===== src/rtl/sysport_pkg.sv =====
// Package: port numbers, fixed read values and the decoded-select type
// shared by the system control port block.
package sysport_pkg;
    localparam int unsigned PORT_W    = 16;
    localparam int unsigned SYSC_W    = 4;
    localparam int unsigned SCR_N     = 2;

    localparam logic [PORT_W-1:0] A_SPECIAL  = 16'h0092;
    localparam logic [PORT_W-1:0] A_CPU_ID   = 16'h0800;
    localparam logic [PORT_W-1:0] A_FEATURE  = 16'h0802;
    localparam logic [PORT_W-1:0] A_STATUS   = 16'h0803;
    localparam logic [PORT_W-1:0] A_DISK     = 16'h0808;
    localparam logic [PORT_W-1:0] A_EQUIP    = 16'h080C;
    localparam logic [PORT_W-1:0] A_LOCK1    = 16'h0810;
    localparam logic [PORT_W-1:0] A_LOCK2    = 16'h0812;
    localparam logic [PORT_W-1:0] A_KEY      = 16'h0818;
    localparam logic [PORT_W-1:0] A_SYSC     = 16'h081C;
    localparam logic [PORT_W-1:0] A_CACHE    = 16'h0823;
    localparam logic [PORT_W-1:0] A_MAP      = 16'h0850;
    localparam logic [PORT_W-1:0] A_SCR_BASE = 16'h0398;

    localparam logic [7:0] V_CPU_ID  = 8'hEF;
    localparam logic [7:0] V_FEATURE = 8'hAD;
    localparam logic [7:0] V_STATUS  = 8'hE0;
    localparam logic [7:0] V_EQUIP   = 8'h3C;
    localparam logic [7:0] V_EXTFEAT = 8'h39;
    localparam logic [7:0] V_KEY     = 8'h00;
    localparam logic [7:0] V_CACHE   = 8'h03;
    localparam logic [7:0] V_SPECIAL = 8'h00;
    localparam logic [7:0] V_UNMAPPED = 8'hFF;

    // One bit per named port; scratch selects travel separately.
    typedef struct packed {
        logic special;
        logic cpu_id;
        logic feature;
        logic status;
        logic disk;
        logic equip;
        logic lock1;
        logic lock2;
        logic key;
        logic sysc;
        logic cache;
        logic map;
    } port_sel_t;
endpackage


===== src/rtl/sysport_decode.sv =====
// Address decoder: compares the port address with each mapped port and
// produces one select per port. Assumes the address is stable while a
// strobe is high; at most one select is high for any address.
module sysport_decode
    import sysport_pkg::*;
#(
    parameter int unsigned ADDR_W = PORT_W,
    parameter int unsigned N_SCR  = SCR_N
) (
    input  logic [ADDR_W-1:0] port_addr,
    output port_sel_t         sel,
    output logic [N_SCR-1:0]  scr_sel
);
    // Compare against every named port.
    always_comb begin
        sel.special = (port_addr == ADDR_W'(A_SPECIAL));
        sel.cpu_id  = (port_addr == ADDR_W'(A_CPU_ID));
        sel.feature = (port_addr == ADDR_W'(A_FEATURE));
        sel.status  = (port_addr == ADDR_W'(A_STATUS));
        sel.disk    = (port_addr == ADDR_W'(A_DISK));
        sel.equip   = (port_addr == ADDR_W'(A_EQUIP));
        sel.lock1   = (port_addr == ADDR_W'(A_LOCK1));
        sel.lock2   = (port_addr == ADDR_W'(A_LOCK2));
        sel.key     = (port_addr == ADDR_W'(A_KEY));
        sel.sysc    = (port_addr == ADDR_W'(A_SYSC));
        sel.cache   = (port_addr == ADDR_W'(A_CACHE));
        sel.map     = (port_addr == ADDR_W'(A_MAP));
    end

    // One comparator per scratch byte, consecutive from the base port.
    for (genvar g = 0; g < N_SCR; g++) begin : g_scr_dec
        assign scr_sel[g] = (port_addr == ADDR_W'(A_SCR_BASE + g));
    end
endmodule


===== src/rtl/sysport_regs.sv =====
// Latched control state and lock pulses. Writes take effect on the clock
// edge where wr_en is sampled; lock pulses are combinational from the
// strobe and last exactly as long as the write cycle.
module sysport_regs
    import sysport_pkg::*;
#(
    parameter int unsigned CTRL_W = SYSC_W,
    parameter int unsigned N_SCR  = SCR_N
) (
    input  logic                 clk,
    input  logic                 rst_n,
    input  logic                 wr_en,
    input  logic [7:0]           wr_data,
    input  port_sel_t            sel,
    input  logic [N_SCR-1:0]     scr_sel,
    output logic                 reset_req,
    output logic                 little_endian,
    output logic                 disk_light,
    output logic [CTRL_W-1:0]    sys_ctrl,
    output logic                 io_map_mode,
    output logic [N_SCR*8-1:0]   scr_q,
    output logic                 lock1_toggle,
    output logic                 lock2_toggle
);
    // Special port: reset request and byte order.
    always_ff @(posedge clk) begin
        if (!rst_n) begin
            reset_req     <= 1'b0;
            little_endian <= 1'b0;
        end else if (wr_en && sel.special) begin
            reset_req     <= wr_data[0];
            little_endian <= wr_data[1];
        end
    end

    // Disk light, system control field and map mode.
    always_ff @(posedge clk) begin
        if (!rst_n) begin
            disk_light  <= 1'b0;
            sys_ctrl    <= '0;
            io_map_mode <= 1'b0;
        end else if (wr_en) begin
            if (sel.disk) disk_light  <= wr_data[0];
            if (sel.sysc) sys_ctrl    <= wr_data[CTRL_W-1:0];
            if (sel.map)  io_map_mode <= wr_data[0];
        end
    end

    // Scratch bytes, one register per port.
    for (genvar g = 0; g < N_SCR; g++) begin : g_scr
        always_ff @(posedge clk) begin
            if (!rst_n)                  scr_q[g*8 +: 8] <= 8'h00;
            else if (wr_en && scr_sel[g]) scr_q[g*8 +: 8] <= wr_data;
        end
    end

    // Lock toggle requests follow the accepted write.
    assign lock1_toggle = wr_en && sel.lock1;
    assign lock2_toggle = wr_en && sel.lock2;


    special_wr_chk: assert property (@(posedge clk) disable iff (!rst_n)
        (wr_en && sel.special) |=> (reset_req == $past(wr_data[0]) &&
                                    little_endian == $past(wr_data[1])));

    sysc_hold_chk: assert property (@(posedge clk) disable iff (!rst_n)
        !(wr_en && sel.sysc) |=> $stable(sys_ctrl));

    lock_excl_chk: assert property (@(posedge clk) disable iff (!rst_n)
        $onehot0({lock1_toggle, lock2_toggle}));
endmodule


===== src/rtl/sysport_rdmux.sv =====
// Read path: selects the addressed byte and registers it when rd_en is
// sampled. Unmapped addresses give all ones. Holds between reads.
module sysport_rdmux
    import sysport_pkg::*;
#(
    parameter int unsigned CTRL_W = SYSC_W,
    parameter int unsigned N_SCR  = SCR_N
) (
    input  logic               clk,
    input  logic               rst_n,
    input  logic               rd_en,
    input  port_sel_t          sel,
    input  logic [N_SCR-1:0]   scr_sel,
    input  logic [CTRL_W-1:0]  sys_ctrl,
    input  logic               io_map_mode,
    input  logic [N_SCR*8-1:0] scr_q,
    output logic [7:0]         rd_data
);
    logic [7:0] rd_next;
    logic       any_sel;

    // Pick the byte for the addressed port.
    always_comb begin
        rd_next = V_UNMAPPED;
        if (sel.special) rd_next = V_SPECIAL;
        if (sel.cpu_id)  rd_next = V_CPU_ID;
        if (sel.feature) rd_next = V_FEATURE;
        if (sel.status)  rd_next = V_STATUS;
        if (sel.equip)   rd_next = V_EQUIP;
        if (sel.lock1)   rd_next = V_EXTFEAT;
        if (sel.key)     rd_next = V_KEY;
        if (sel.cache)   rd_next = V_CACHE;
        if (sel.sysc)    rd_next = 8'(sys_ctrl);
        if (sel.map)     rd_next = {7'b0, io_map_mode};
        for (int i = 0; i < N_SCR; i++)
            if (scr_sel[i]) rd_next = scr_q[i*8 +: 8];
    end

    // Flag for a readable port (the disk and lock-2 ports read as unmapped).
    assign any_sel = sel.special | sel.cpu_id | sel.feature | sel.status |
                     sel.equip | sel.lock1 | sel.key | sel.cache |
                     sel.sysc | sel.map | (|scr_sel);

    // Read register.
    always_ff @(posedge clk) begin
        if (!rst_n)     rd_data <= 8'h00;
        else if (rd_en) rd_data <= rd_next;
    end


    rd_hold_chk: assert property (@(posedge clk) disable iff (!rst_n)
        !rd_en |=> $stable(rd_data));

    rd_unmapped_chk: assert property (@(posedge clk) disable iff (!rst_n)
        (rd_en && !any_sel) |=> (rd_data == 8'hFF));
endmodule


===== src/rtl/sysport_ctrl.sv =====
// Top: system control port register block. Connects the decoder, the
// control registers and the read path. Assumes single-byte accesses on a
// synchronous port bus; synchronous active-low reset.
module sysport_ctrl
    import sysport_pkg::*;
#(
    parameter int unsigned ADDR_W = PORT_W,
    parameter int unsigned CTRL_W = SYSC_W,
    parameter int unsigned N_SCR  = SCR_N
) (
    input  logic              clk,
    input  logic              rst_n,
    input  logic [ADDR_W-1:0] port_addr,
    input  logic              wr_en,
    input  logic              rd_en,
    input  logic [7:0]        wr_data,
    output logic [7:0]        rd_data,
    output logic              reset_req,
    output logic              little_endian,
    output logic              disk_light,
    output logic [CTRL_W-1:0] sys_ctrl,
    output logic              io_map_mode,
    output logic              lock1_toggle,
    output logic              lock2_toggle
);
    port_sel_t          sel;
    logic [N_SCR-1:0]   scr_sel;
    logic [N_SCR*8-1:0] scr_q;

    sysport_decode #(.ADDR_W(ADDR_W), .N_SCR(N_SCR)) u_decode (
        .port_addr (port_addr),
        .sel       (sel),
        .scr_sel   (scr_sel)
    );

    sysport_regs #(.CTRL_W(CTRL_W), .N_SCR(N_SCR)) u_regs (
        .clk           (clk),
        .rst_n         (rst_n),
        .wr_en         (wr_en),
        .wr_data       (wr_data),
        .sel           (sel),
        .scr_sel       (scr_sel),
        .reset_req     (reset_req),
        .little_endian (little_endian),
        .disk_light    (disk_light),
        .sys_ctrl      (sys_ctrl),
        .io_map_mode   (io_map_mode),
        .scr_q         (scr_q),
        .lock1_toggle  (lock1_toggle),
        .lock2_toggle  (lock2_toggle)
    );

    sysport_rdmux #(.CTRL_W(CTRL_W), .N_SCR(N_SCR)) u_rdmux (
        .clk         (clk),
        .rst_n       (rst_n),
        .rd_en       (rd_en),
        .sel         (sel),
        .scr_sel     (scr_sel),
        .sys_ctrl    (sys_ctrl),
        .io_map_mode (io_map_mode),
        .scr_q       (scr_q),
        .rd_data     (rd_data)
    );


    disk_hold_chk: assert property (@(posedge clk) disable iff (!rst_n)
        !(wr_en && port_addr == ADDR_W'(A_DISK)) |=> $stable(disk_light));
endmodule


===== config.mk =====
export PLATFORM = sky130hd
export DESIGN_NAME = sysport_ctrl
export DESIGN_NICKNAME = d
export VERILOG_FILES = /design/src/rtl/sysport_pkg.sv /design/src/rtl/sysport_decode.sv /design/src/rtl/sysport_regs.sv /design/src/rtl/sysport_rdmux.sv /design/src/rtl/sysport_ctrl.sv
export SDC_FILE = /design/constraint.sdc
export NUM_CORES = 1
export LEC_CHECK = 0
export BUFFER_PORTS_ARGS = -buffer_cell sky130_fd_sc_hd__buf_2
export CAP_MARGIN = 15
export CORE_MARGIN = 3
export CORE_UTILIZATION = 56
export DETAILED_ROUTE_END_ITERATION = 7
export PLACE_DENSITY = 0.84
export SLEW_MARGIN = 20
export SYNTH_ARGS = -nofsm -noshare
export SYNTH_HDL_FRONTEND = slang
export SYNTH_HIERARCHICAL = 1
export SYNTH_SLANG_ARGS = --single-unit

===== constraint.sdc =====
create_clock -name clk -period 4.5 [get_ports clk]
set_input_delay 0.45 -clock clk [delete_from_list [all_inputs] [get_ports clk]]
set_output_delay 0.45 -clock clk [all_outputs]
set_load 0.02 [all_outputs]

# After elaboration in Yosys (flattened, before gate mapping)
# Index checks and enable logic that the tools add are counted.
dict set report classes {
  n_mux 12
  n_eq_ne 14
  n_reduce_logical 8
}
# op count
set op_table {}
lappend op_table {{$eq 16x12->1 const B} 11}
lappend op_table {{$mux 8} 12}
lappend op_table {{$eq 16x10->1 const B} 2}
lappend op_table {{$eq 16x8->1 const B} 1}
lappend op_table {{$reduce_and 2->1} 3}
lappend op_table {{$logic_and 1x1->1} 5}
dict set report word_totals {
  word_cells 42
  input_bits 28
  output_inout_bits 18
  regBits 32
}

# Longest topological paths before layout
dict set report depth {
  depth_word 13
  ltp_mapped 9
  depth_no_buf 7
}

# Hierarchy
# The synthesis kept the hierarchy.
# module cells_per_inst area_per_inst_um2 instances
set by_module_without_submodules {}
lappend by_module_without_submodules {sysport_regs 102 949.7 1}
lappend by_module_without_submodules {sysport_rdmux 77 589.3 1}
lappend by_module_without_submodules {sysport_decode 37 236.5 1}

# Worst setup path after synthesis
# Ideal clock, no wire load.
dict set report synth_path {
  path_kind {input port to flip-flop}
  from {input port_addr[6]}
  to {register u_rdmux.rd_data[0]}
  required_ns 4.378
  arrival_ns 2.606
  path_buffers 1
  path_slack_ns 1.772
  path_stages 8
  cell_sequence {nor4b_1 -> nand4_1 -> nor4b_1 -> buf_2 -> inv_1 -> o21ai_0 -> a311oi_1 -> o31a_2}
}
dict set report synth_between {
  elab_cells_between_ends 24
}
# item line_no
set synth_lines {}
lappend synth_lines {{start: declaration} sysport_ctrl.sv:13} ;# input logic [ADDR_W-1:0] port_addr,
lappend synth_lines {{$eq 16x10->1} sysport_decode.sv:32} ;# assign scr_sel[g] = (port_addr == ADDR_W'(A_SCR_BASE + g));
lappend synth_lines {{via scr_sel[1]} sysport_ctrl.sv:27} ;# logic [N_SCR-1:0] scr_sel;
lappend synth_lines {{$mux 8} sysport_rdmux.sv:36} ;# if (scr_sel[i]) rd_next = scr_q[i*8 +: 8];
lappend synth_lines {{end signal: assignment} sysport_rdmux.sv:47} ;# else if (rd_en) rd_data <= rd_next;
lappend synth_lines {{end: declaration} sysport_rdmux.sv:17} ;# output logic [7:0] rd_data
# The timed path passes the listed nets, and every way through them passes these cells.
# A chain may end at the register's enable or synchronous reset.

# Worst setup path in the final report
# Ends and elaborated chain as after synthesis.

==> flow_results.xml <==
<?xml version="1.0" encoding="UTF-8"?>
<metrics>
  <group name="run_status">
    <metric name="outcome" unit="">finished, final reports clean</metric>
  </group>
  <group name="timing">
    <metric name="final.period_utilization" unit="">0.5329</metric>
    <metric name="setup_repair_after_global_routing_missed_its_margin" unit="">false</metric>
    <metric name="timing.setup.tns" unit="ns">0</metric>
    <metric name="final.setup_skew" unit="ns">0.005047</metric>
    <metric name="finalSetupViolCount" unit="">0</metric>
    <metric name="tightest_slew" unit="ns">0.7480</metric>
    <metric name="fmaxAchievable" unit="MHz">417.0</metric>
    <metric name="finalCriticalPeriod" unit="ns">2.398</metric>
    <metric name="timing.slew.headroom" unit="">0.5013</metric>
    <metric name="hold_violations" unit="">0</metric>
    <metric name="timing.final.max_slew_violations" unit="">0</metric>
  </group>
  <group name="worst_setup_path">
    <metric name="reg2reg_slack" unit="ns">3.39</metric>
    <metric name="critPathArrivalTime" unit="ns">2.62</metric>
    <metric name="setup.worst_path.start_class" unit="">input port</metric>
    <metric name="setup.worst_path.end_class" unit="">flop</metric>
    <metric name="worst_path_maximum_fanout" unit="">15</metric>
    <metric name="worstSetupPathType" unit="">in2reg</metric>
    <metric name="crit_required" unit="ns">4.73</metric>
  </group>
  <group name="power">
    <metric name="netSwitchingPower" unit="W">0.0001372</metric>
    <metric name="pwr-share-seq" unit="">0.489</metric>
    <metric name="clkPwrFrac" unit="">0.410</metric>
    <metric name="cellPowerDensity" unit="nW/um^2">286.1</metric>
    <metric name="swShare" unit="">0.2305</metric>
    <metric name="total_leakage_power" unit="nW">0.8906</metric>
    <metric name="worst_ir_drop_vdd" unit="uV">267.3</metric>
    <metric name="pwr-share-comb" unit="">0.101</metric>
    <metric name="p_int" unit="W">0.0004582</metric>
  </group>
  <group name="final_layout">
    <metric name="filler_cells" unit="">242</metric>
    <metric name="nNetsFinal" unit="">285</metric>
    <metric name="multi_input_comb_area" unit="um^2">1030</metric>
    <metric name="register_area" unit="um^2">640.6</metric>
    <metric name="layout-drive-gt1-share" unit="">0.2519</metric>
    <metric name="ant_diodes" unit="">0</metric>
    <metric name="fin_util" unit="">0.7234</metric>
    <metric name="synthToLayoutAreaGrowth" unit="%">17.20</metric>
  </group>
  <group name="floorplan">
    <metric name="die-area" unit="um^2">3882</metric>
    <metric name="die_x" unit="um">62.31</metric>
    <metric name="fp.coreArea" unit="um^2">2877</metric>
    <metric name="start_util" unit="">0.6172</metric>
    <metric name="die_extent_in_y" unit="um">62.31</metric>
    <metric name="std_cell_rows" unit="">19</metric>
    <metric name="top_level_ports" unit="">46</metric>
  </group>
  <group name="synth">
    <metric name="post_synthesis_cell_type_count" unit="">46</metric>
    <metric name="synth_top_flop_cell" unit="">sky130_fd_sc_hd__dfxtp_1</metric>
    <metric name="syn_inst" unit="">216</metric>
    <metric name="synth_nets" unit="">244</metric>
    <metric name="ys_seq_elements" unit="">32</metric>
    <metric name="synth_async_sr_flop_share" unit="">0</metric>
    <metric name="synth_area" unit="um^2">1775</metric>
    <metric name="synth-warning-count" unit="">6</metric>
    <metric name="yosysTopAreaCellShare" unit="">0.3608</metric>
    <metric name="synth_enable_flop_cells" unit="">0</metric>
    <metric name="most_area_consuming_cells_after_synthesis" unit="">sky130_fd_sc_hd__dfxtp_1 (36%), sky130_fd_sc_hd__nand2_1 (9.7%), sky130_fd_sc_hd__mux2i_1 (9.0%)</metric>
    <metric name="ys_seq_area_frac" unit="">0.3608</metric>
    <metric name="synth_top_area_cell" unit="">sky130_fd_sc_hd__dfxtp_1</metric>
    <metric name="post_synth.cell_area_avg" unit="um^2">8.220</metric>
  </group>
  <group name="run">
    <metric name="drv.max_cap_violation_count" unit="">0</metric>
  </group>
  <group name="global_route">
    <metric name="grt_use_met3" unit="">0.06486</metric>
    <metric name="grt.busiest_layer" unit="">met2</metric>
    <metric name="global_route.usage.total" unit="">0.2337</metric>
    <metric name="grt_antenna_before_repair" unit="">0</metric>
    <metric name="grt_first_pass_wirelength" unit="um">7493</metric>
    <metric name="grt_pass1_vias" unit="">1702</metric>
    <metric name="groute.layer.met2.usage" unit="">0.3669</metric>
    <metric name="grt.met1_usage" unit="">0.3085</metric>
    <metric name="maximum_number_of_pins_on_one_net_before_global_route_repair" unit="">48</metric>
    <metric name="grt_remaining_overflow" unit="">0</metric>
  </group>
  <group name="clocking">
    <metric name="postCtsHoldBufs" unit="">0</metric>
    <metric name="post_cts_resize_count" unit="">0</metric>
    <metric name="clk_pin_slew" unit="ns">0.10</metric>
    <metric name="cts_root_buf" unit="">sky130_fd_sc_hd__clkbuf_4</metric>
    <metric name="tritoncts" unit="">built</metric>
    <metric name="cts_inserted_buffers" unit="">5</metric>
    <metric name="cts_sinks" unit="">32</metric>
    <metric name="cts_post_setup_buffers_inserted" unit="">0</metric>
    <metric name="clk_latency" unit="ns">0.33</metric>
    <metric name="cts_max_level" unit="">2</metric>
    <metric name="buffers_from_clock_root_to_sink_at_most" unit="">2</metric>
  </group>
  <group name="route">
    <metric name="route.vias.total" unit="">1781</metric>
    <metric name="number_of_remaining_drc_errors" unit="">0</metric>
    <metric name="post_drt_wl_per_cell" unit="um">14.45</metric>
    <metric name="initialDrtViolationCount" unit="">134</metric>
    <metric name="dr.pass1.iters" unit="">4</metric>
    <metric name="post_drt_via_cell_ratio" unit="">5.937</metric>
    <metric name="route.final.wire_length" unit="um">4335</metric>
    <metric name="ant_nets" unit="">0</metric>
  </group>
  <group name="placement">
    <metric name="gpl.final_weighted_congestion" unit="">0.8998</metric>
    <metric name="dp.final_hpwl" unit="um">3193</metric>
    <metric name="buffer_ports.inserted" unit="">45</metric>
  </group>
  <group name="worst_hold_path">
    <metric name="worstHoldPathType" unit="">in2reg</metric>
  </group>
</metrics>
## worst max-delay path, stage by stage
cell and delay, ns:
sky130_fd_sc_hd__buf_2 0.11, sky130_fd_sc_hd__nor4b_1 0.47, sky130_fd_sc_hd__nand4_1 0.22, sky130_fd_sc_hd__nor4b_2 0.25, sky130_fd_sc_hd__buf_4 0.25, sky130_fd_sc_hd__inv_1 0.15
sky130_fd_sc_hd__o21ai_0 0.28, sky130_fd_sc_hd__a311oi_1 0.08, sky130_fd_sc_hd__o31a_2 0.35
## final cells by class
cell class / instances / share of cell area
multi-input cells: 165 / 0.4949
flip-flops and latches: 32 / 0.3079
repair buffers: 47 / 0.1155
clock buffers: 7 / 0.03127
well taps: 42 / 0.02526
clock inverters: 1 / 0.01443
inverters: 6 / 0.01082
## layout by cell type (no fill, tap or decap), types with 2 or more instances in the layout
cell type                   n
sky130_fd_sc_hd__nand4_1   10
sky130_fd_sc_hd__o211ai_1   5
sky130_fd_sc_hd__buf_2     45
sky130_fd_sc_hd__inv_1      6
sky130_fd_sc_hd__o21ai_1    8
sky130_fd_sc_hd__a21oi_1    9
sky130_fd_sc_hd__nor4b_2    3
sky130_fd_sc_hd__nand3_1    4
sky130_fd_sc_hd__o221ai_1   4
sky130_fd_sc_hd__and2_1     2
sky130_fd_sc_hd__mux2i_1   16
sky130_fd_sc_hd__a31oi_1    2
sky130_fd_sc_hd__o21ai_0    5
sky130_fd_sc_hd__dfxtp_1   32
sky130_fd_sc_hd__nor2_1    14
sky130_fd_sc_hd__clkbuf_4   5
sky130_fd_sc_hd__clkbuf_8   2
sky130_fd_sc_hd__a221o_1    2
sky130_fd_sc_hd__nand2_1   46
sky130_fd_sc_hd__nor4_1     3
sky130_fd_sc_hd__and2_4     2
sky130_fd_sc_hd__a221oi_1   2
sky130_fd_sc_hd__nand2b_1   2
sky130_fd_sc_hd__nor3_1     6
sky130_fd_sc_hd__buf_4      2
## state kept, by name (all words and copies together) (netlist names)
| register | flops |
|---|---|
| u_rdmux/rd_data | 8 |
| u_regs/disk_light | 1 |
| u_regs/io_map_mode | 1 |
| u_regs/little_endian | 1 |
| u_regs/reset_req | 1 |
| u_regs/scr_q | 16 |
| u_regs/sys_ctrl | 4 |
## path summary, 6_finish.rpt
path | from | end | cells after the start
worst min-delay path | wr_data[6] | u_regs/scr_q[14] | 3
worst max-delay path | port_addr[6] | u_rdmux/rd_data[0] | 9
worst max register to register | u_regs/scr_q[1] | u_rdmux/rd_data[1] | 4
worst min register to register | u_regs/scr_q[15] | u_regs/scr_q[15] | 2
## power groups by stage
| stage | clock (W) | sequential (W) | combinational (W) |
|---|---|---|---|
| 2_1_floorplan | 0 | 0.000304 | 0.0000282 |
| 3_3_place_gp | 0 | 0.000298 | 0.0000589 |
| 3_5_place_dp | 0 | 0.000298 | 0.0000599 |
| 4_1_cts | 0.000248 | 0.000291 | 0.0000602 |
| 5_1_grt | 0.000261 | 0.000292 | 0.0000659 |
| 6_report | 0.000244 | 0.000291 | 0.0000601 |
## kinds of logic (layout without fill, tap and decap cells)
| logic type | Yosys count | count (layout) | share of synthesized area |
|---|---|---|---|
| AO/OA/AOI/OAI | 46 | 46 | 0.1769 |
| buffers and inverters | 19 | 61 | 0.06272 |
| flip-flops | 32 | 32 | 0.3608 |
| multiplexers | 16 | 16 | 0.09020 |
| AND/OR/NAND/NOR | 103 | 103 | 0.3094 |
## per-layer routing
| metal | share of wire | vias up |
|---|---|---|
| li1 | - | 872 |
| met1 | 0.44 | 825 |
| met2 | 0.47 | 73 |
| met3 | 0.076 | 11 |
| met4 | 0.018 | 0 |
| met5 | 0 | - |
## through the flow
step	hold slack [ns]	total power (W)	area (um^2)	worst slack, ns	instances
2_1_floorplan	0.4282	0.0003323	1775	1.772	216
3_3_place_gp	0.4373	0.0003567	1986	1.838	292
3_5_place_dp	0.4452	0.0003579	1986	1.818	292
4_1_cts	0.3570	0.0005996	2081	2.168	300
5_1_grt	0.3624	0.0006189	2081	1.924	300
6_report	0.3678	0.0005954	2081	2.102	300
## synth_stat cells, types with 3 or more instances
cell,instances
sky130_fd_sc_hd__mux2i_1,16
sky130_fd_sc_hd__o211ai_1,5
sky130_fd_sc_hd__nand2_1,46
sky130_fd_sc_hd__nor2_1,14
sky130_fd_sc_hd__nand3_1,4
sky130_fd_sc_hd__o21ai_0,5
sky130_fd_sc_hd__nor4_1,3
sky130_fd_sc_hd__nor3_1,6
sky130_fd_sc_hd__o221ai_1,4
sky130_fd_sc_hd__o21ai_1,8
sky130_fd_sc_hd__buf_6,3
sky130_fd_sc_hd__dfxtp_1,32
sky130_fd_sc_hd__nand4_1,10
sky130_fd_sc_hd__a21oi_1,9
sky130_fd_sc_hd__buf_2,7
sky130_fd_sc_hd__inv_1,6
Power figures use the tool's default switching activity.
